==> config.mk <==
export PLATFORM = sky130hd
export DESIGN_NAME = nib4_core
export DESIGN_NICKNAME = d
export VERILOG_FILES = /design/src/rtl/nib4_pkg.sv /design/src/rtl/nib4_phase_ring.sv /design/src/rtl/nib4_prog_store.sv /design/src/rtl/nib4_ctrl.sv /design/src/rtl/nib4_addsub.sv /design/src/rtl/nib4_core.sv
export SDC_FILE = /design/constraint.sdc
export NUM_CORES = 1
export LEC_CHECK = 0
export BUFFER_PORTS_ARGS = -buffer_cell sky130_fd_sc_hd__buf_4
export CORE_AREA = 4 4 124 126
export DETAILED_ROUTE_END_ITERATION = 7
export DIE_AREA = 0 0 128 130
export PLACE_DENSITY = 0.66
export SETUP_SLACK_MARGIN = 0.2
export SLEW_MARGIN = 0
export SYNTH_ARGS = -nofsm -noshare
export SYNTH_HDL_FRONTEND = slang
export SYNTH_SLANG_ARGS = --single-unit
==> constraint.sdc <==
create_clock -name clk -period 2.3 [get_ports clk]
set_input_delay 0 -clock clk [delete_from_list [all_inputs] [get_ports clk]]
set_output_delay 0 -clock clk [all_outputs]
set_load 0.03 [all_outputs]
==> src/rtl/nib4_pkg.sv <==
package nib4_pkg;

    parameter int unsigned DW    = 4;
    parameter int unsigned AW    = 4;
    parameter int unsigned WW    = 2 * DW;
    parameter int unsigned DEPTH = 1 << AW;
    parameter int unsigned NPH   = 4;

    typedef logic [DW-1:0]  nib_t;
    typedef logic [AW-1:0]  addr_t;
    typedef logic [WW-1:0]  word_t;
    typedef logic [NPH-1:0] phase_t;

    localparam nib_t OP_LDA = nib_t'(0);
    localparam nib_t OP_ADD = nib_t'(1);
    localparam nib_t OP_SUB = nib_t'(2);
    localparam nib_t OP_IN  = nib_t'(3);
    localparam nib_t OP_OUT = nib_t'(4);

    typedef struct packed {
        logic ld_ir;
        logic ld_a;
        logic ld_b;
        logic ld_out;
        logic ld_c;
        logic inc_pc;
        logic sub;
        logic en_ir;
        logic en_a;
        logic en_in;
        logic en_alu;
    } ctrl_t;

    function automatic nib_t word_op(input word_t w);
        return w[WW-1 -: DW];
    endfunction

    function automatic nib_t word_arg(input word_t w);
        return w[DW-1:0];
    endfunction

    function automatic logic is_exec(input nib_t op);
        return op <= OP_OUT;
    endfunction

endpackage

==> src/rtl/nib4_phase_ring.sv <==
module nib4_phase_ring
    import nib4_pkg::*;
(
    input  logic   clk,
    input  logic   clr,
    output phase_t ph
);

    always_ff @(negedge clk) begin
        if (clr)
            ph <= '0;
        else if (ph == '0)
            ph <= phase_t'(1);
        else
            ph <= {ph[NPH-2:0], ph[NPH-1]};
    end

    a_r2_ring_onehot: assert property (@(negedge clk) disable iff (clr)
        1'b1 |=> ($countones(ph) == 1));

    a_r2_ring_first: assert property (@(negedge clk) disable iff (clr)
        ph[0] |=> ph[1]);

    a_r2_ring_last: assert property (@(negedge clk) disable iff (clr)
        ph[NPH-1] |=> ph[0]);

endmodule

==> src/rtl/nib4_prog_store.sv <==
module nib4_prog_store
    import nib4_pkg::*;
(
    input  logic  clk,
    input  logic  clr,
    input  logic  we,
    input  addr_t waddr,
    input  word_t wdata,
    input  addr_t raddr,
    output word_t rdata
);

    word_t mem [DEPTH];

    always_ff @(negedge clk) begin
        if (clr && we)
            mem[waddr] <= wdata;
    end

    assign rdata = mem[raddr];

endmodule

==> src/rtl/nib4_ctrl.sv <==
module nib4_ctrl
    import nib4_pkg::*;
(
    input  phase_t ph,
    input  nib_t   op,
    output ctrl_t  ctl
);

    always_comb begin
        ctl     = '0;
        ctl.sub = (op == OP_SUB);
        if (ph[0]) begin
            ctl.ld_ir = 1'b1;
        end else if (ph[1]) begin
            case (op)
                OP_LDA:         begin ctl.en_ir = 1'b1; ctl.ld_a = 1'b1; end
                OP_ADD, OP_SUB: begin ctl.en_ir = 1'b1; ctl.ld_b = 1'b1; end
                OP_IN:          begin ctl.en_in = 1'b1; ctl.ld_a = 1'b1; end
                default:        ;
            endcase
        end else if (ph[2]) begin
            case (op)
                OP_ADD, OP_SUB: begin ctl.en_alu = 1'b1; ctl.ld_a = 1'b1; ctl.ld_c = 1'b1; end
                OP_OUT:         begin ctl.en_a = 1'b1; ctl.ld_out = 1'b1; end
                default:        ;
            endcase
        end else if (ph[3]) begin
            ctl.inc_pc = is_exec(op);
        end
    end

endmodule

==> src/rtl/nib4_addsub.sv <==
module nib4_addsub
    import nib4_pkg::*;
(
    input  nib_t a,
    input  nib_t b,
    input  logic sub,
    output nib_t sum,
    output logic cy
);

    logic [DW:0] wide;

    always_comb begin
        wide = {1'b0, a} + {1'b0, (sub ? ~b : b)} + {{DW{1'b0}}, sub};
        sum  = wide[DW-1:0];
        cy   = wide[DW];
    end

endmodule

==> src/rtl/nib4_core.sv <==
module nib4_core
    import nib4_pkg::*;
(
    input  logic          clk,
    input  logic          clr,
    input  logic          prog_we,
    input  logic [AW-1:0] prog_addr,
    input  logic [WW-1:0] prog_wdata,
    input  logic [DW-1:0] in_bus,
    output logic [DW-1:0] out_bus,
    output logic          carry_out
);

    phase_t ph;
    ctrl_t  ctl;
    addr_t  pc_q;
    word_t  ir_q, rd_word;
    nib_t   a_q, b_q, out_q, alu_sum, bus;
    logic   c_q, alu_cy;
    nib_t   op;

    assign op = word_op(ir_q);

    nib4_phase_ring u_ring (.clk(clk), .clr(clr), .ph(ph));

    nib4_prog_store u_store (
        .clk(clk), .clr(clr), .we(prog_we), .waddr(prog_addr),
        .wdata(prog_wdata), .raddr(pc_q), .rdata(rd_word)
    );

    nib4_ctrl u_ctrl (.ph(ph), .op(op), .ctl(ctl));

    nib4_addsub u_alu (.a(a_q), .b(b_q), .sub(ctl.sub), .sum(alu_sum), .cy(alu_cy));

    always_comb begin
        bus = '0;
        if (ctl.en_ir)  bus = bus | word_arg(ir_q);
        if (ctl.en_a)   bus = bus | a_q;
        if (ctl.en_in)  bus = bus | in_bus;
        if (ctl.en_alu) bus = bus | alu_sum;
    end

    always_ff @(negedge clk) begin
        if (clr) begin
            pc_q  <= '0;
            ir_q  <= '0;
            a_q   <= '0;
            b_q   <= '0;
            out_q <= '0;
            c_q   <= 1'b0;
        end else begin
            if (ctl.ld_ir)  ir_q  <= rd_word;
            if (ctl.ld_a)   a_q   <= bus;
            if (ctl.ld_b)   b_q   <= bus;
            if (ctl.ld_out) out_q <= bus;
            if (ctl.ld_c)   c_q   <= alu_cy;
            if (ctl.inc_pc) pc_q  <= pc_q + addr_t'(1);
        end
    end

    assign out_bus   = out_q;
    assign carry_out = c_q;

    a_r1_clear_zero: assert property (@(negedge clk)
        clr |=> (out_q == '0 && c_q == 1'b0 && pc_q == '0));

    a_r2_one_driver: assert property (@(negedge clk) disable iff (clr)
        $countones({ctl.en_ir, ctl.en_a, ctl.en_in, ctl.en_alu}) <= 1);

    a_r8_park_pc: assert property (@(negedge clk) disable iff (clr)
        (ph[3] && !is_exec(op)) |=> $stable(pc_q));

    a_r7_out_hold: assert property (@(negedge clk) disable iff (clr)
        !ctl.ld_out |=> $stable(out_q));

    a_r10_carry_hold: assert property (@(negedge clk) disable iff (clr)
        !ctl.ld_c |=> $stable(c_q));

endmodule

---- After elaboration in Yosys (flattened, before gate mapping) ----
Memory sizes are Yosys's and may differ from the RTL's. A register that Yosys moved wholly into a read port is not among the register bits.
Cells that the tools add are included.
W data, S select, Z words.
operators by class
  add/subtract/negate cells ............... 3
  $lt $le $gt $ge ......................... 1
  equal/unequal tests ..................... 4
  muxes and demuxes ....................... 28
  bitwise logic cells ..................... 4
  reductions and logical operators ........ 7
operator list
  kind                   number
  $mux W4                6
  $mux W1                19
  $or A4 B4 Y4           3
  $eq A4 B2 Y1 const B   2
  $logic_not A4 Y1       2
  $reduce_or A2 Y1       3
  $add A4 B4 Y5          1
  $add A5 B1 Y5          1
  $mux W5                1
  $add A4 B1 Y4 const B  1
  $eq A4 B1 Y1 const B   1
  $eq A4 B3 Y1 const B   1
  $le A4 B3 Y1 const B   1
  $not A4 Y4             1
  $mux W3                1
  $reduce_or A3 Y1       1
  $mux W2                1
  $logic_and A1 B1 Y1    1
word-level totals
  register bits after elaboration ......... 21
  memory bits (writable) .................. 128
  input bits .............................. 19
  output and inout port bits .............. 5
  word-level logic and storage cells ...... 55
  memories kept ........................... 1
memories
  memory       words  bits a word  rd ports  clocked after Yosys merged registers in  wr ports  line                   RTL
  u_store.mem  16     8            1         1                                        1         nib4_prog_store.sv:13  word_t mem [DEPTH];

---- Depth between registers and ports, before layout ----
Gate-level depths: netlist (run 1).
  depth in word-level cells ............... 13
  depth in mapped cells ................... 8
  depth with buffers taken out ............ 7

---- By module ----
Synthesis (run 1) repeated with hierarchy kept, for this count alone.
unflattened totals
  cell total of the unflattened synthesis .. 368
  area, all modules ....................... 6391.1 um^2
by module, submodules not included
  module           instances  cells an instance  area each (um^2)  sequential area each (um^2)
  nib4_prog_store  1          223                4996.0            3843.7
  nib4_core        1          94                 974.7             500.5
  nib4_addsub      1          20                 180.2             0.0
  nib4_ctrl        1          20                 122.6             0.0
  nib4_phase_ring  1          11                 117.6             80.1

==> impl_metrics.xml, run 1 <==
<?xml version="1.0" encoding="UTF-8"?>
<metrics>
  <group name="place">
    <metric name="placed_cells" unit="">609</metric>
    <metric name="port_buffers" unit="">23</metric>
    <metric name="placed_cell_area" unit="µm²">7120</metric>
    <metric name="globalplace.congestion" unit="">0.778</metric>
    <metric name="post-place-ws" unit="ns">-0.151</metric>
    <metric name="dp_hpwl" unit="µm">8360</metric>
  </group>
  <group name="global_route">
    <metric name="antenna_found_initial" unit="">0</metric>
    <metric name="grtUsageTotal" unit="%">17.4</metric>
    <metric name="grt_use_met1" unit="%">20.5</metric>
    <metric name="grt.overflow.total" unit="">0</metric>
    <metric name="grt_pass1_wl" unit="µm">21900</metric>
    <metric name="grt.met2_usage" unit="%">27.3</metric>
    <metric name="grt_start_max_net_pins" unit="">30</metric>
    <metric name="highest_utilization_routing_layer_at_the_global_route_stage" unit="">met2</metric>
    <metric name="grt_util_met3" unit="%">7.12</metric>
    <metric name="first_global_vias" unit="">4546</metric>
  </group>
  <group name="clock_network">
    <metric name="cts_buffers" unit="">17</metric>
    <metric name="root_buffer" unit="">sky130_fd_sc_hd__clkbuf_16</metric>
    <metric name="clk_latency" unit="ns">0.45</metric>
    <metric name="clock_transition_at_path_regs" unit="ns">0.03</metric>
    <metric name="cts.sink_count" unit="">157</metric>
    <metric name="clock_tree.htree_level_count" unit="">4</metric>
    <metric name="cts.hold.buffers_added" unit="">0</metric>
    <metric name="cts_max_path_buffers" unit="">2</metric>
    <metric name="cts_tree" unit="">built</metric>
  </group>
  <group name="routing">
    <metric name="post_drt_via_cell_ratio" unit="">5.17</metric>
    <metric name="postRouteAntennaNets" unit="">0</metric>
    <metric name="initialDrtViolationCount" unit="">260</metric>
    <metric name="drt_drc_violations_left" unit="">0</metric>
    <metric name="detail_route.wirelength" unit="µm">13700</metric>
    <metric name="drt_pass1_iterations" unit="">5</metric>
    <metric name="post_drt_wl_per_cell" unit="µm">17.1</metric>
    <metric name="route.vias.total" unit="">4144</metric>
  </group>
  <group name="sta">
    <metric name="fmax" unit="GHz">0.465</metric>
    <metric name="hold_viol" unit="">0</metric>
    <metric name="report.final.slew_viol_count" unit="">0</metric>
    <metric name="share_of_the_cycle_needed_by_the_critical_path_after_routing" unit="%">93.4</metric>
    <metric name="tightest_slew" unit="ns">0.661</metric>
    <metric name="rsz0062_at_grt" unit="">yes</metric>
    <metric name="final_period_minus_worst_setup_slack" unit="ns">2.15</metric>
    <metric name="timing.max_slew.rel_slack" unit="%">55.9</metric>
    <metric name="clock-skew-final" unit="ns">0.0173</metric>
    <metric name="setup_violations" unit="">0</metric>
    <metric name="finalWorstSetupSlack" unit="ns">0.152</metric>
  </group>
  <group name="worst_setup_path">
    <metric name="cp_top_family" unit="">adder cells</metric>
    <metric name="critPathRequiredTime" unit="ns">3.74</metric>
    <metric name="worst_path_max_delay_cell" unit="">sky130_fd_sc_hd__fa_2</metric>
    <metric name="worstPathBufferInverterCount" unit="">2</metric>
    <metric name="cp_max_fo" unit="">5</metric>
    <metric name="critPathLaunchType" unit="">register</metric>
    <metric name="timing.critical_path.cells" unit="">nor4b_4 -&gt; buf_6 -&gt; xor2_4 -&gt; fa_2 -&gt; a222oi_1 -&gt; buf_4 -&gt; a211oi_1</metric>
    <metric name="cpPeakStageDelay" unit="ns">0.46</metric>
    <metric name="setup.worst_path.end_class" unit="">register</metric>
    <metric name="kind_of_critical_path" unit="">reg2reg</metric>
    <metric name="critPathArrivalTime" unit="ns">3.59</metric>
  </group>
  <group name="synthesis">
    <metric name="synth.area.mux_share" unit="%">13.8</metric>
    <metric name="postSynthCellCount" unit="">391</metric>
    <metric name="yosysMostFrequentCell" unit="">sky130_fd_sc_hd__edfxtp_1</metric>
    <metric name="synthAdderAreaFrac" unit="%">1.08</metric>
    <metric name="post_synthesis_net_count" unit="">415</metric>
    <metric name="yosysTopAreaCellShare" unit="%">59.5</metric>
    <metric name="combinational_family_with_the_most_area_after_synthesis" unit="">multiplexers</metric>
    <metric name="synth_compound_area_share" unit="%">5.64</metric>
    <metric name="synth.top_cells.by_count" unit="">sky130_fd_sc_hd__edfxtp_1, sky130_fd_sc_hd__dfxtp_1, sky130_fd_sc_hd__nor2_1</metric>
    <metric name="synth.top_cells.by_area" unit="">sky130_fd_sc_hd__edfxtp_1, sky130_fd_sc_hd__dfxtp_1, sky130_fd_sc_hd__mux4_1</metric>
    <metric name="postSynthRegisterBits" unit="">157</metric>
    <metric name="synth.avg_cell_area" unit="µm²">16.5</metric>
    <metric name="syn_area" unit="µm²">6460</metric>
    <metric name="synth_xor_xnor_area_share" unit="%">1.22</metric>
    <metric name="ys.flop_type" unit="">sky130_fd_sc_hd__edfxtp_1</metric>
    <metric name="async_reset_ff_share" unit="%">0</metric>
    <metric name="number_of_flops_mapped_to_enable_cells_by_yosys" unit="">128</metric>
    <metric name="biggest_area_consumer_among_synthesized_cells" unit="">sky130_fd_sc_hd__edfxtp_1</metric>
    <metric name="synth.yosys.warnings" unit="">0</metric>
    <metric name="synth_cell_type_count" unit="">53</metric>
    <metric name="synth_simple_gate_area_share" unit="%">7.57</metric>
    <metric name="synth_seq_area_share" unit="%">68.5</metric>
  </group>
  <group name="power_and_ir_drop">
    <metric name="fin_total_pwr" unit="mW">7.22</metric>
    <metric name="p_per_area" unit="nW/µm²">860</metric>
    <metric name="power.ir.vdd_worst" unit="mV">0.804</metric>
    <metric name="p_leak" unit="nW">3.49</metric>
  </group>
  <group name="die">
    <metric name="row_count" unit="">44</metric>
    <metric name="die-height" unit="µm">130</metric>
    <metric name="start_util" unit="%">45.1</metric>
    <metric name="coreArea" unit="µm²">14300</metric>
    <metric name="floorplan.die.width" unit="µm">128</metric>
    <metric name="ioPinCount" unit="">24</metric>
    <metric name="die-area" unit="µm²">16600</metric>
  </group>
  <group name="finish">
    <metric name="number_of_antenna_cells_inserted" unit="">0</metric>
    <metric name="drive_above_1_share" unit="%">21.9</metric>
    <metric name="finalNonFillerCells" unit="">801</metric>
    <metric name="post-route-cell-area" unit="µm²">8390</metric>
    <metric name="finish.net_count" unit="">628</metric>
    <metric name="fill_cells" unit="">1160</metric>
    <metric name="layout_area_growth_over_synthesis" unit="%">29.9</metric>
  </group>
  <group name="status">
    <metric name="result_of_the_run" unit="">finished, final reports clean</metric>
  </group>
  <group name="flow_run">
    <metric name="drv_cap" unit="">0</metric>
  </group>
  <group name="worst_hold_path">
    <metric name="timing.hold.worst.class" unit="">reg2reg</metric>
  </group>
</metrics>
[where the power goes]
group / switching [mW] / internal (mW) / leakage [nW] / total [mW]
clock: 1.96 / 1.82 / 1.13 / 3.77
sequential: 0.0307 / 3.14 / 1.39 / 3.17
combinational: 0.157 / 0.115 / 0.969 / 0.271
[stage by stage]
step                      hold WS [ns]  util, %  TNS [ns]
after floorplan                  0.432        -         0
after global placement           0.445     49.8     -1.06
after detailed placement         0.453     49.8     -1.76
after CTS                        0.457     58.2         0
after global routing             0.487     58.6         0
final                            0.456     58.6         0
[repair_timing]
| item | CTS | global route |
|---|---|---|
| setup buffers | 2 | 2 |
| pin swaps | 5 | 5 |
| setup endpoints to repair | 5 | 11 |
| resized for setup | 3 | 13 |
[worst min-delay path, delay by kind of cell (launching register included)]
kind	cells	cell delay [ns]
flip-flops	1	0.31
AO/OA/AOI/OAI	1	0.05
AND/OR/NAND/NOR	1	0.05
[layer usage]
layer / share of wire, % / wire length [µm]
met1: 44 / 5980
met2: 51 / 6970
met5: 0 / 0
met4: 0.82 / 112
met3: 4.7 / 641
[final cells by class]
| class | instances | area (µm²) | area share, % |
|---|---|---|---|
| Multi-Input combinational cell | 214 | 2030 | 24.2 |
| Tap cell | 184 | 230 | 2.74 |
| Sequential cell | 157 | 4430 | 52.8 |
| Clock buffer | 17 | 425 | 5.07 |
| Timing Repair Buffer | 56 | 518 | 6.17 |
| Clock inverter | 172 | 751 | 8.94 |
| Inverter | 1 | 3.75 | 0.0447 |
[registers in the layout (all words and copies together) (netlist names)]
register	count
u_store.mem	128
b_q	4
ir_q	8
pc_q	4
a_q	4
out_bus	4
u_ring.ph	4
carry_out	1
[path summary, 6_finish.rpt]
kind | endpoint | slack, ns | startpoint | depth (start not counted)
max | b_q[1] | 0.15 | ir_q[6] | 7
min | out_bus[2] | 0.46 | out_bus[2] | 2
max reg2reg | b_q[1] | 0.15 | ir_q[6] | 7
min reg2reg | out_bus[2] | 0.46 | out_bus[2] | 2
[kinds of logic after synthesis]
| group | count (synthesis) |
|---|---|
| AOI/OAI and AO/OA | 47 |
| xor gates and xnor gates | 9 |
| adders and majority gates | 5 |
| buffers and inverters | 20 |
| DFF | 157 |
| muxes | 62 |
| and+or+nand+nor | 91 |
[cells in the final DEF (no fill, tap or decap), drive strengths merged, types with 8 or more instances in the layout]
| master | netlist | layout |
|---|---|---|
| xor2 | 8 | 8 |
| mux2 | 27 | 27 |
| a221o | 8 | 8 |
| nor2 | 28 | 28 |
| edfxtp | 128 | 128 |
| inv | 2 | 169 |
| dfxtp | 29 | 29 |
| a211oi | 9 | 9 |
| mux4 | 16 | 16 |
| clkbuf | 5 | 17 |
| nand2 | 15 | 15 |
| mux2i | 19 | 19 |
| nor3 | 16 | 16 |
| buf | 12 | 56 |
Power figures use the tool's default switching activity.
==> inputs of run 2 (changes only) <==
REMOVE_ABC_BUFFERS = 1   (was not set)
==> run 2 against run 1 <==
  * Clock skew rose by 0.0035 ns
  * Fmax rose by 0.79%
  * Global-route usage rose by 0.43 points
  * Sequential share of layout area rose by 0.57 points
  * Routed wire length rose by 2.2%
  * Utilization fell by 0.56 points
  * Final area fell by 0.95%
  * Die area did not move
  * Flip-flop and latch count did not move
  * Critical endpoint is now a_q[3]
  * Largest power group unchanged
  * Highest routed layer unchanged
==> impl_metrics.xml, run 2 (synthesized netlist as in run 1, its figures left out) <==
<?xml version="1.0" encoding="UTF-8"?>
<metrics>
  <group name="worst_hold_path">
    <metric name="timing.hold.worst.class" unit="">reg2reg</metric>
    <metric name="min-delay-start" unit="">out_bus[2]</metric>
  </group>
  <group name="sta">
    <metric name="finalWorstSetupSlack" unit="ns">0.168</metric>
    <metric name="hold_viol" unit="">0</metric>
    <metric name="hold_ws" unit="ns">0.456</metric>
    <metric name="setup_violations" unit="">0</metric>
    <metric name="rsz0062_at_grt" unit="">yes</metric>
    <metric name="share_of_the_cycle_needed_by_the_critical_path_after_routing" unit="%">92.7</metric>
    <metric name="final_period_minus_worst_setup_slack" unit="ns">2.13</metric>
    <metric name="clock-skew-final" unit="ns">0.0208</metric>
    <metric name="tightest_slew" unit="ns">0.715</metric>
    <metric name="timing.max_slew.rel_slack" unit="%">52.2</metric>
    <metric name="report.final.slew_viol_count" unit="">0</metric>
    <metric name="fmax" unit="GHz">0.469</metric>
  </group>
  <group name="finish">
    <metric name="post-route-cell-area" unit="µm²">8310</metric>
    <metric name="layout_commonest_cell" unit="">sky130_fd_sc_hd__inv_1</metric>
    <metric name="multi_input_comb_area" unit="µm²">1950</metric>
    <metric name="fill_cells" unit="">1153</metric>
    <metric name="final_util" unit="%">58.1</metric>
    <metric name="drive_above_1_share" unit="%">20.7</metric>
    <metric name="sequential_cell_area_in_the_final_layout" unit="µm²">4440</metric>
    <metric name="number_of_antenna_cells_inserted" unit="">0</metric>
    <metric name="largest_regs" unit="">u_store.mem: 128 flops, ir_q: 8 flops</metric>
    <metric name="layout_common_cells" unit="">sky130_fd_sc_hd__inv_1, sky130_fd_sc_hd__edfxtp_1, sky130_fd_sc_hd__buf_4, sky130_fd_sc_hd__nor2_1, sky130_fd_sc_hd__dfxtp_1</metric>
    <metric name="largest_register_ffs" unit="">128</metric>
    <metric name="regMostFlops" unit="">u_store.mem</metric>
    <metric name="finish.net_count" unit="">633</metric>
    <metric name="layout_area_growth_over_synthesis" unit="%">28.7</metric>
  </group>
  <group name="power_and_ir_drop">
    <metric name="p_per_area" unit="nW/µm²">881</metric>
    <metric name="p_leak" unit="nW">3.50</metric>
    <metric name="power.ir.vdd_worst" unit="mV">0.571</metric>
  </group>
  <group name="place">
    <metric name="dp_hpwl" unit="µm">8650</metric>
    <metric name="port_buffers" unit="">23</metric>
    <metric name="globalplace.congestion" unit="">0.793</metric>
    <metric name="placed_cell_area" unit="µm²">7000</metric>
    <metric name="post-place-ws" unit="ns">-0.0984</metric>
  </group>
  <group name="worst_setup_path">
    <metric name="worst-r2r-setup-slack" unit="ns">0.17</metric>
    <metric name="setup.worst_path.start" unit="">ir_q[4]</metric>
    <metric name="critPathRequiredTime" unit="ns">3.78</metric>
    <metric name="cpPeakStageDelay" unit="ns">0.32</metric>
    <metric name="critPathLaunchType" unit="">register</metric>
    <metric name="timing.critical_path.cells" unit="">nor4b_4 -&gt; buf_6 -&gt; xor2_2 -&gt; ha_4 -&gt; and3b_1 -&gt; a211oi_2 -&gt; mux2i_1 -&gt; a21oi_1</metric>
    <metric name="r2r-end" unit="">a_q[3]</metric>
    <metric name="source_of_the_worst_register_to_register_timing_path" unit="">ir_q[4]</metric>
    <metric name="critical_path.endpoint" unit="">a_q[3]</metric>
    <metric name="cp_max_fo" unit="">5</metric>
    <metric name="critPathArrivalTime" unit="ns">3.61</metric>
    <metric name="kind_of_critical_path" unit="">reg2reg</metric>
    <metric name="worst_path_max_delay_cell" unit="">sky130_fd_sc_hd__dfxtp_2</metric>
    <metric name="worst_reg2reg_path_depth" unit="">8</metric>
    <metric name="setup.worst_path.end_class" unit="">register</metric>
  </group>
  <group name="die">
    <metric name="coreArea" unit="µm²">14300</metric>
    <metric name="start_util" unit="%">45.1</metric>
    <metric name="die-area" unit="µm²">16600</metric>
    <metric name="ioPinCount" unit="">24</metric>
    <metric name="die-height" unit="µm">130</metric>
    <metric name="row_count" unit="">44</metric>
    <metric name="floorplan.die.width" unit="µm">128</metric>
  </group>
  <group name="routing">
    <metric name="route.vias.total" unit="">4230</metric>
    <metric name="post_drt_via_cell_ratio" unit="">5.25</metric>
    <metric name="post_drt_wl_per_cell" unit="µm">17.4</metric>
    <metric name="initialDrtViolationCount" unit="">254</metric>
    <metric name="drt_drc_violations_left" unit="">0</metric>
    <metric name="detail_route.wirelength" unit="µm">14000</metric>
    <metric name="postRouteAntennaNets" unit="">0</metric>
    <metric name="drt_pass1_iterations" unit="">5</metric>
  </group>
  <group name="clock_network">
    <metric name="cts_max_path_buffers" unit="">2</metric>
    <metric name="clk_latency" unit="ns">0.46</metric>
    <metric name="cts_tree" unit="">built</metric>
    <metric name="cts_buffers" unit="">17</metric>
    <metric name="root_buffer" unit="">sky130_fd_sc_hd__clkbuf_16</metric>
    <metric name="cts.sink_count" unit="">157</metric>
    <metric name="cts.hold.buffers_added" unit="">0</metric>
    <metric name="clock_transition_at_path_regs" unit="ns">0.04</metric>
    <metric name="clock_tree.htree_level_count" unit="">4</metric>
  </group>
  <group name="global_route">
    <metric name="grt_start_max_net_pins" unit="">24</metric>
    <metric name="grtUsageTotal" unit="%">17.9</metric>
    <metric name="grt_pass1_wl" unit="µm">22400</metric>
    <metric name="grt.overflow.total" unit="">0</metric>
    <metric name="antenna_found_initial" unit="">0</metric>
    <metric name="first_global_vias" unit="">4693</metric>
  </group>
  <group name="status">
    <metric name="result_of_the_run" unit="">finished, final reports clean</metric>
  </group>
  <group name="flow_run">
    <metric name="drv_cap" unit="">0</metric>
  </group>
</metrics>
-- run 2: cell types whose count changed in the layout (fill, tap and decap cells not counted), moves of 2 or more --
| cell | previous run | this run |
|---|---|---|
| sky130_fd_sc_hd__dfxtp_1 | 23 | 21 |
| sky130_fd_sc_hd__buf_4 | 44 | 54 |
| sky130_fd_sc_hd__nor2_4 | 3 | 0 |
| sky130_fd_sc_hd__buf_12 | 6 | 1 |
| sky130_fd_sc_hd__nor3_4 | 4 | 1 |
| sky130_fd_sc_hd__nor2_2 | 6 | 0 |
| sky130_fd_sc_hd__nor2_1 | 19 | 28 |
| sky130_fd_sc_hd__nor3_1 | 11 | 15 |
-- run 2: layout make-up --
class                           instances  share of cell area, %
Clock buffer                           17                   5.12
Clock inverter                        172                   9.27
Inverter                                1                 0.0451
Multi-Input combinational cell        214                   23.5
Sequential cell                       157                   53.4
Tap cell                              184                   2.77
Timing Repair Buffer                   61                   5.93
-- run 2: worst min-delay path by stage --
stage | endpoint | cells after the start | slack (ns)
after floorplan | u_ring.ph[0] | 2 | 0.43
after global placement | out_bus[0] | 2 | 0.44
after detailed placement | out_bus[3] | 2 | 0.45
after CTS | out_bus[3] | 2 | 0.45
after global routing | out_bus[1] | 2 | 0.48
final | out_bus[2] | 2 | 0.46
-- run 2: where the power goes --
group	switching, mW	leakage (nW)	internal, mW	total [mW]
clock	1.96	1.14	1.92	3.88
sequential	0.0324	1.39	3.14	3.17
combinational	0.154	0.971	0.112	0.266
total	2.15	3.50	5.18	7.32
-- run 2: through the flow --
step | power (mW) | TNS [ns] | std cells
global placement | 3.85 | -1.53 | 614
finish | 7.32 | 0 | 806
detailed placement | 3.86 | -2.13 | 614
global route | 7.86 | 0 | 806
floorplan | 3.72 | -9.80 | 373
CTS | 7.46 | 0 | 805
-- run 2: what timing repair did --
item                       4_1_cts  5_1_grt
pin swaps                        7        5
cloned                           0        0
setup endpoints to repair        6       12
setup buffers                    3        1
resized for setup                7       15
-- run 2: layer usage --
layer  GRT usage (%)  vias to the layer above  part of all wire [%]
li1                -                     2002                     -
met1            20.6                     2075                    42
met2            27.8                      125                    51
met3            7.70                       28                   5.0
met4            10.7                        0                   2.0
met5               0                        -                     0
-- run 2: critical path: cells and delay by family, from the launching register on --
family                   cells  cell delay, ns
AND/OR/NAND/NOR              2            0.46
AO/OA/AOI/OAI                2            0.40
flip-flops                   1            0.32
buffers and inverters        1            0.17
adder cells (fa/ha/maj)      1            0.24
multiplexers                 1            0.23
XOR/XNOR                     1            0.19
==> inputs of run 3 (changes only) <==
CELL_PAD_IN_SITES_DETAIL_PLACEMENT = 0   (was not set)
CELL_PAD_IN_SITES_GLOBAL_PLACEMENT = 1   (was not set)
PLACE_DENSITY = 0.74   (was 0.66)
==> run 3 against run 2 <==
  * Combinational power fell by 2%
  * Critical path depth down 1
  * Critical endpoint is now b_q[1]
  * Routed wire length decreased by 2.5%
  * Count of clock-buffer cells in the layout is the same
  * Clock skew down 0.0028 ns
  * Register-to-register slack gained 0.03 ns
==> impl_metrics.xml, run 3 (synthesized netlist as in run 1, its figures left out) <==
<?xml version="1.0" encoding="UTF-8"?>
<metrics>
  <group name="sta">
    <metric name="final_period_minus_worst_setup_slack" unit="ns">2.10</metric>
    <metric name="setup_violations" unit="">0</metric>
    <metric name="finalWorstSetupSlack" unit="ns">0.199</metric>
    <metric name="share_of_the_cycle_needed_by_the_critical_path_after_routing" unit="%">91.3</metric>
    <metric name="rsz0062_at_grt" unit="">yes</metric>
    <metric name="final.setup.tns" unit="ns">0</metric>
    <metric name="fmax" unit="GHz">0.476</metric>
    <metric name="tightest_slew" unit="ns">0.602</metric>
    <metric name="report.final.slew_viol_count" unit="">0</metric>
    <metric name="hold_viol" unit="">0</metric>
    <metric name="timing.max_slew.rel_slack" unit="%">59.8</metric>
    <metric name="clock-skew-final" unit="ns">0.0179</metric>
  </group>
  <group name="global_route">
    <metric name="antenna_found_initial" unit="">0</metric>
    <metric name="grtUsageTotal" unit="%">17.8</metric>
    <metric name="first_global_vias" unit="">4497</metric>
    <metric name="grt.overflow.total" unit="">0</metric>
    <metric name="grt_pass1_wl" unit="µm">21900</metric>
    <metric name="grt_start_max_net_pins" unit="">35</metric>
  </group>
  <group name="clock_network">
    <metric name="cts_max_path_buffers" unit="">2</metric>
    <metric name="cts.sink_count" unit="">157</metric>
    <metric name="cts_tree" unit="">built</metric>
    <metric name="clock_tree.htree_level_count" unit="">4</metric>
    <metric name="root_buffer" unit="">sky130_fd_sc_hd__clkbuf_16</metric>
    <metric name="clk_latency" unit="ns">0.46</metric>
    <metric name="clock_transition_at_path_regs" unit="ns">0.03</metric>
    <metric name="cts_buffers" unit="">17</metric>
  </group>
  <group name="power_and_ir_drop">
    <metric name="cellInternalPower" unit="mW">5.01</metric>
    <metric name="p_leak" unit="nW">3.47</metric>
    <metric name="fin_total_pwr" unit="mW">6.99</metric>
    <metric name="power.ir.vdd_worst" unit="mV">0.583</metric>
    <metric name="pwr-share-comb" unit="%">3.7</metric>
    <metric name="sequential_power_share" unit="%">45.4</metric>
    <metric name="pwr-share-clk" unit="%">50.9</metric>
    <metric name="power.switching" unit="mW">1.98</metric>
    <metric name="switching_share" unit="%">28.3</metric>
    <metric name="p_per_area" unit="nW/µm²">852</metric>
  </group>
  <group name="finish">
    <metric name="largest_register_ffs" unit="">128</metric>
    <metric name="layout_commonest_cell" unit="">sky130_fd_sc_hd__inv_1</metric>
    <metric name="number_of_antenna_cells_inserted" unit="">0</metric>
    <metric name="layout_common_cells" unit="">sky130_fd_sc_hd__inv_1, sky130_fd_sc_hd__edfxtp_1, sky130_fd_sc_hd__buf_4, sky130_fd_sc_hd__nor2_1, sky130_fd_sc_hd__dfxtp_1</metric>
    <metric name="drive_above_1_share" unit="%">19.8</metric>
    <metric name="finish.net_count" unit="">632</metric>
    <metric name="sequential_cell_area_in_the_final_layout" unit="µm²">4430</metric>
    <metric name="layout_area_growth_over_synthesis" unit="%">27.1</metric>
    <metric name="finalNonFillerCells" unit="">804</metric>
    <metric name="largest_regs" unit="">u_store.mem: 128 flops, ir_q: 8 flops</metric>
    <metric name="fill_cells" unit="">1167</metric>
    <metric name="final_util" unit="%">57.4</metric>
    <metric name="multi_input_comb_area" unit="µm²">1930</metric>
    <metric name="regMostFlops" unit="">u_store.mem</metric>
  </group>
  <group name="routing">
    <metric name="postRouteAntennaNets" unit="">0</metric>
    <metric name="route.vias.total" unit="">4088</metric>
    <metric name="post_drt_wl_per_cell" unit="µm">17.0</metric>
    <metric name="initialDrtViolationCount" unit="">270</metric>
    <metric name="drt_pass1_iterations" unit="">4</metric>
    <metric name="drt_drc_violations_left" unit="">0</metric>
    <metric name="detail_route.wirelength" unit="µm">13700</metric>
    <metric name="post_drt_via_cell_ratio" unit="">5.08</metric>
  </group>
  <group name="worst_setup_path">
    <metric name="worst_reg2reg_path_depth" unit="">7</metric>
    <metric name="critPathArrivalTime" unit="ns">3.55</metric>
    <metric name="kind_of_critical_path" unit="">reg2reg</metric>
    <metric name="cp_max_fo" unit="">5</metric>
    <metric name="critPathRequiredTime" unit="ns">3.75</metric>
    <metric name="r2r-end" unit="">b_q[1]</metric>
    <metric name="setup.worst_path.end_class" unit="">register</metric>
    <metric name="worst-r2r-setup-slack" unit="ns">0.20</metric>
    <metric name="source_of_the_worst_register_to_register_timing_path" unit="">ir_q[4]</metric>
    <metric name="critPathLaunchType" unit="">register</metric>
  </group>
  <group name="worst_hold_path">
    <metric name="timing.hold.worst.class" unit="">reg2reg</metric>
    <metric name="worst_hold_path.num_cells" unit="">2</metric>
    <metric name="whs_endpoint" unit="">out_bus[2]</metric>
    <metric name="min-delay-start" unit="">out_bus[2]</metric>
  </group>
  <group name="die">
    <metric name="row_count" unit="">44</metric>
    <metric name="die-height" unit="µm">130</metric>
    <metric name="coreArea" unit="µm²">14300</metric>
    <metric name="floorplan.die.width" unit="µm">128</metric>
    <metric name="ioPinCount" unit="">24</metric>
    <metric name="start_util" unit="%">45.1</metric>
    <metric name="die-area" unit="µm²">16600</metric>
  </group>
  <group name="flow_run">
    <metric name="drv_cap" unit="">0</metric>
  </group>
  <group name="place">
    <metric name="post-place-ws" unit="ns">-0.129</metric>
    <metric name="globalplace.congestion" unit="">0.796</metric>
    <metric name="placed_cells" unit="">612</metric>
    <metric name="dp_hpwl" unit="µm">8560</metric>
    <metric name="port_buffers" unit="">23</metric>
  </group>
  <group name="status">
    <metric name="result_of_the_run" unit="">finished, final reports clean</metric>
  </group>
</metrics>
==> run 3: changes by cell type in the layout (fill, tap and decap cells not counted), sizes merged <==
| cell | delta |
|---|---|
| bufinv | -1 |
| clkinvlp | +1 |
| clkinv | -2 |
| inv | +1 |
| buf | -1 |
==> run 3: layout make-up <==
type,instances,area share [%]
inverters,1,0.0457
well taps,184,2.80
clock buffers,17,5.18
flip-flops and latches,157,54.0
multi-input cells,214,23.5
repair buffers,60,5.91
clock inverters,171,8.52
==> run 3: worst max-delay path, cell delays in order (launching register included) <==
cell and delay, ns:
sky130_fd_sc_hd__dfxtp_2 0.32, sky130_fd_sc_hd__nor4b_4 0.27, sky130_fd_sc_hd__buf_6 0.17, sky130_fd_sc_hd__xor2_4 0.16, sky130_fd_sc_hd__fa_1 0.43, sky130_fd_sc_hd__a222oi_1 0.33
sky130_fd_sc_hd__buf_4 0.18, sky130_fd_sc_hd__a211oi_1 0.08
==> run 3: power groups by stage <==
stage               Combinational [mW]  Clock, mW  Sequential [mW]
floorplan                        0.109      0.409             3.20
global placement                 0.237      0.409             3.20
detailed placement               0.246      0.409             3.21
CTS                              0.251       3.71             3.17
global route                     0.287       4.06             3.17
finish                           0.261       3.56             3.18
==> run 3: per-layer routing <==
layer  global-route usage (%)  vias to the layer above  routed length, µm
li1                         -                     1993                  -
met1                     21.0                     1975               5980
met2                     27.4                      100               6820
met3                     7.94                       20                656
met4                     9.61                        0                205
met5                        0                        -                  0
==> run 3: stage by stage <==
| step | instance area [µm²] | hold WS (ns) |
|---|---|---|
| 3_5_place_dp | 6980 | 0.451 |
| 6_report | 8210 | 0.456 |
| 4_1_cts | 8140 | 0.455 |
| 5_1_grt | 8210 | 0.482 |
| 2_1_floorplan | 6330 | 0.432 |
| 3_3_place_gp | 6980 | 0.448 |
==> run 3: what timing repair did <==
action                                  in CTS  in global routing
setup buffers                                1                  4
resized for setup                            6                 11
hold buffers                                 0                  0
pin swaps                                    4                  9
endpoints found under the setup margin       8                  9
==> run 3: worst max-delay path by stage <==
stage	startpoint	to	slack [ns]	depth (start not counted)
after floorplan	pc_q[1]	ir_q[6]	-0.73	3
after global placement	clr	u_store.mem[0][4]	-0.1	5
after detailed placement	clr	u_store.mem[0][4]	-0.13	5
after CTS	ir_q[6]	b_q[1]	0.11	6
after global routing	ir_q[4]	a_q[3]	0.08	8
final	ir_q[4]	b_q[1]	0.20	7
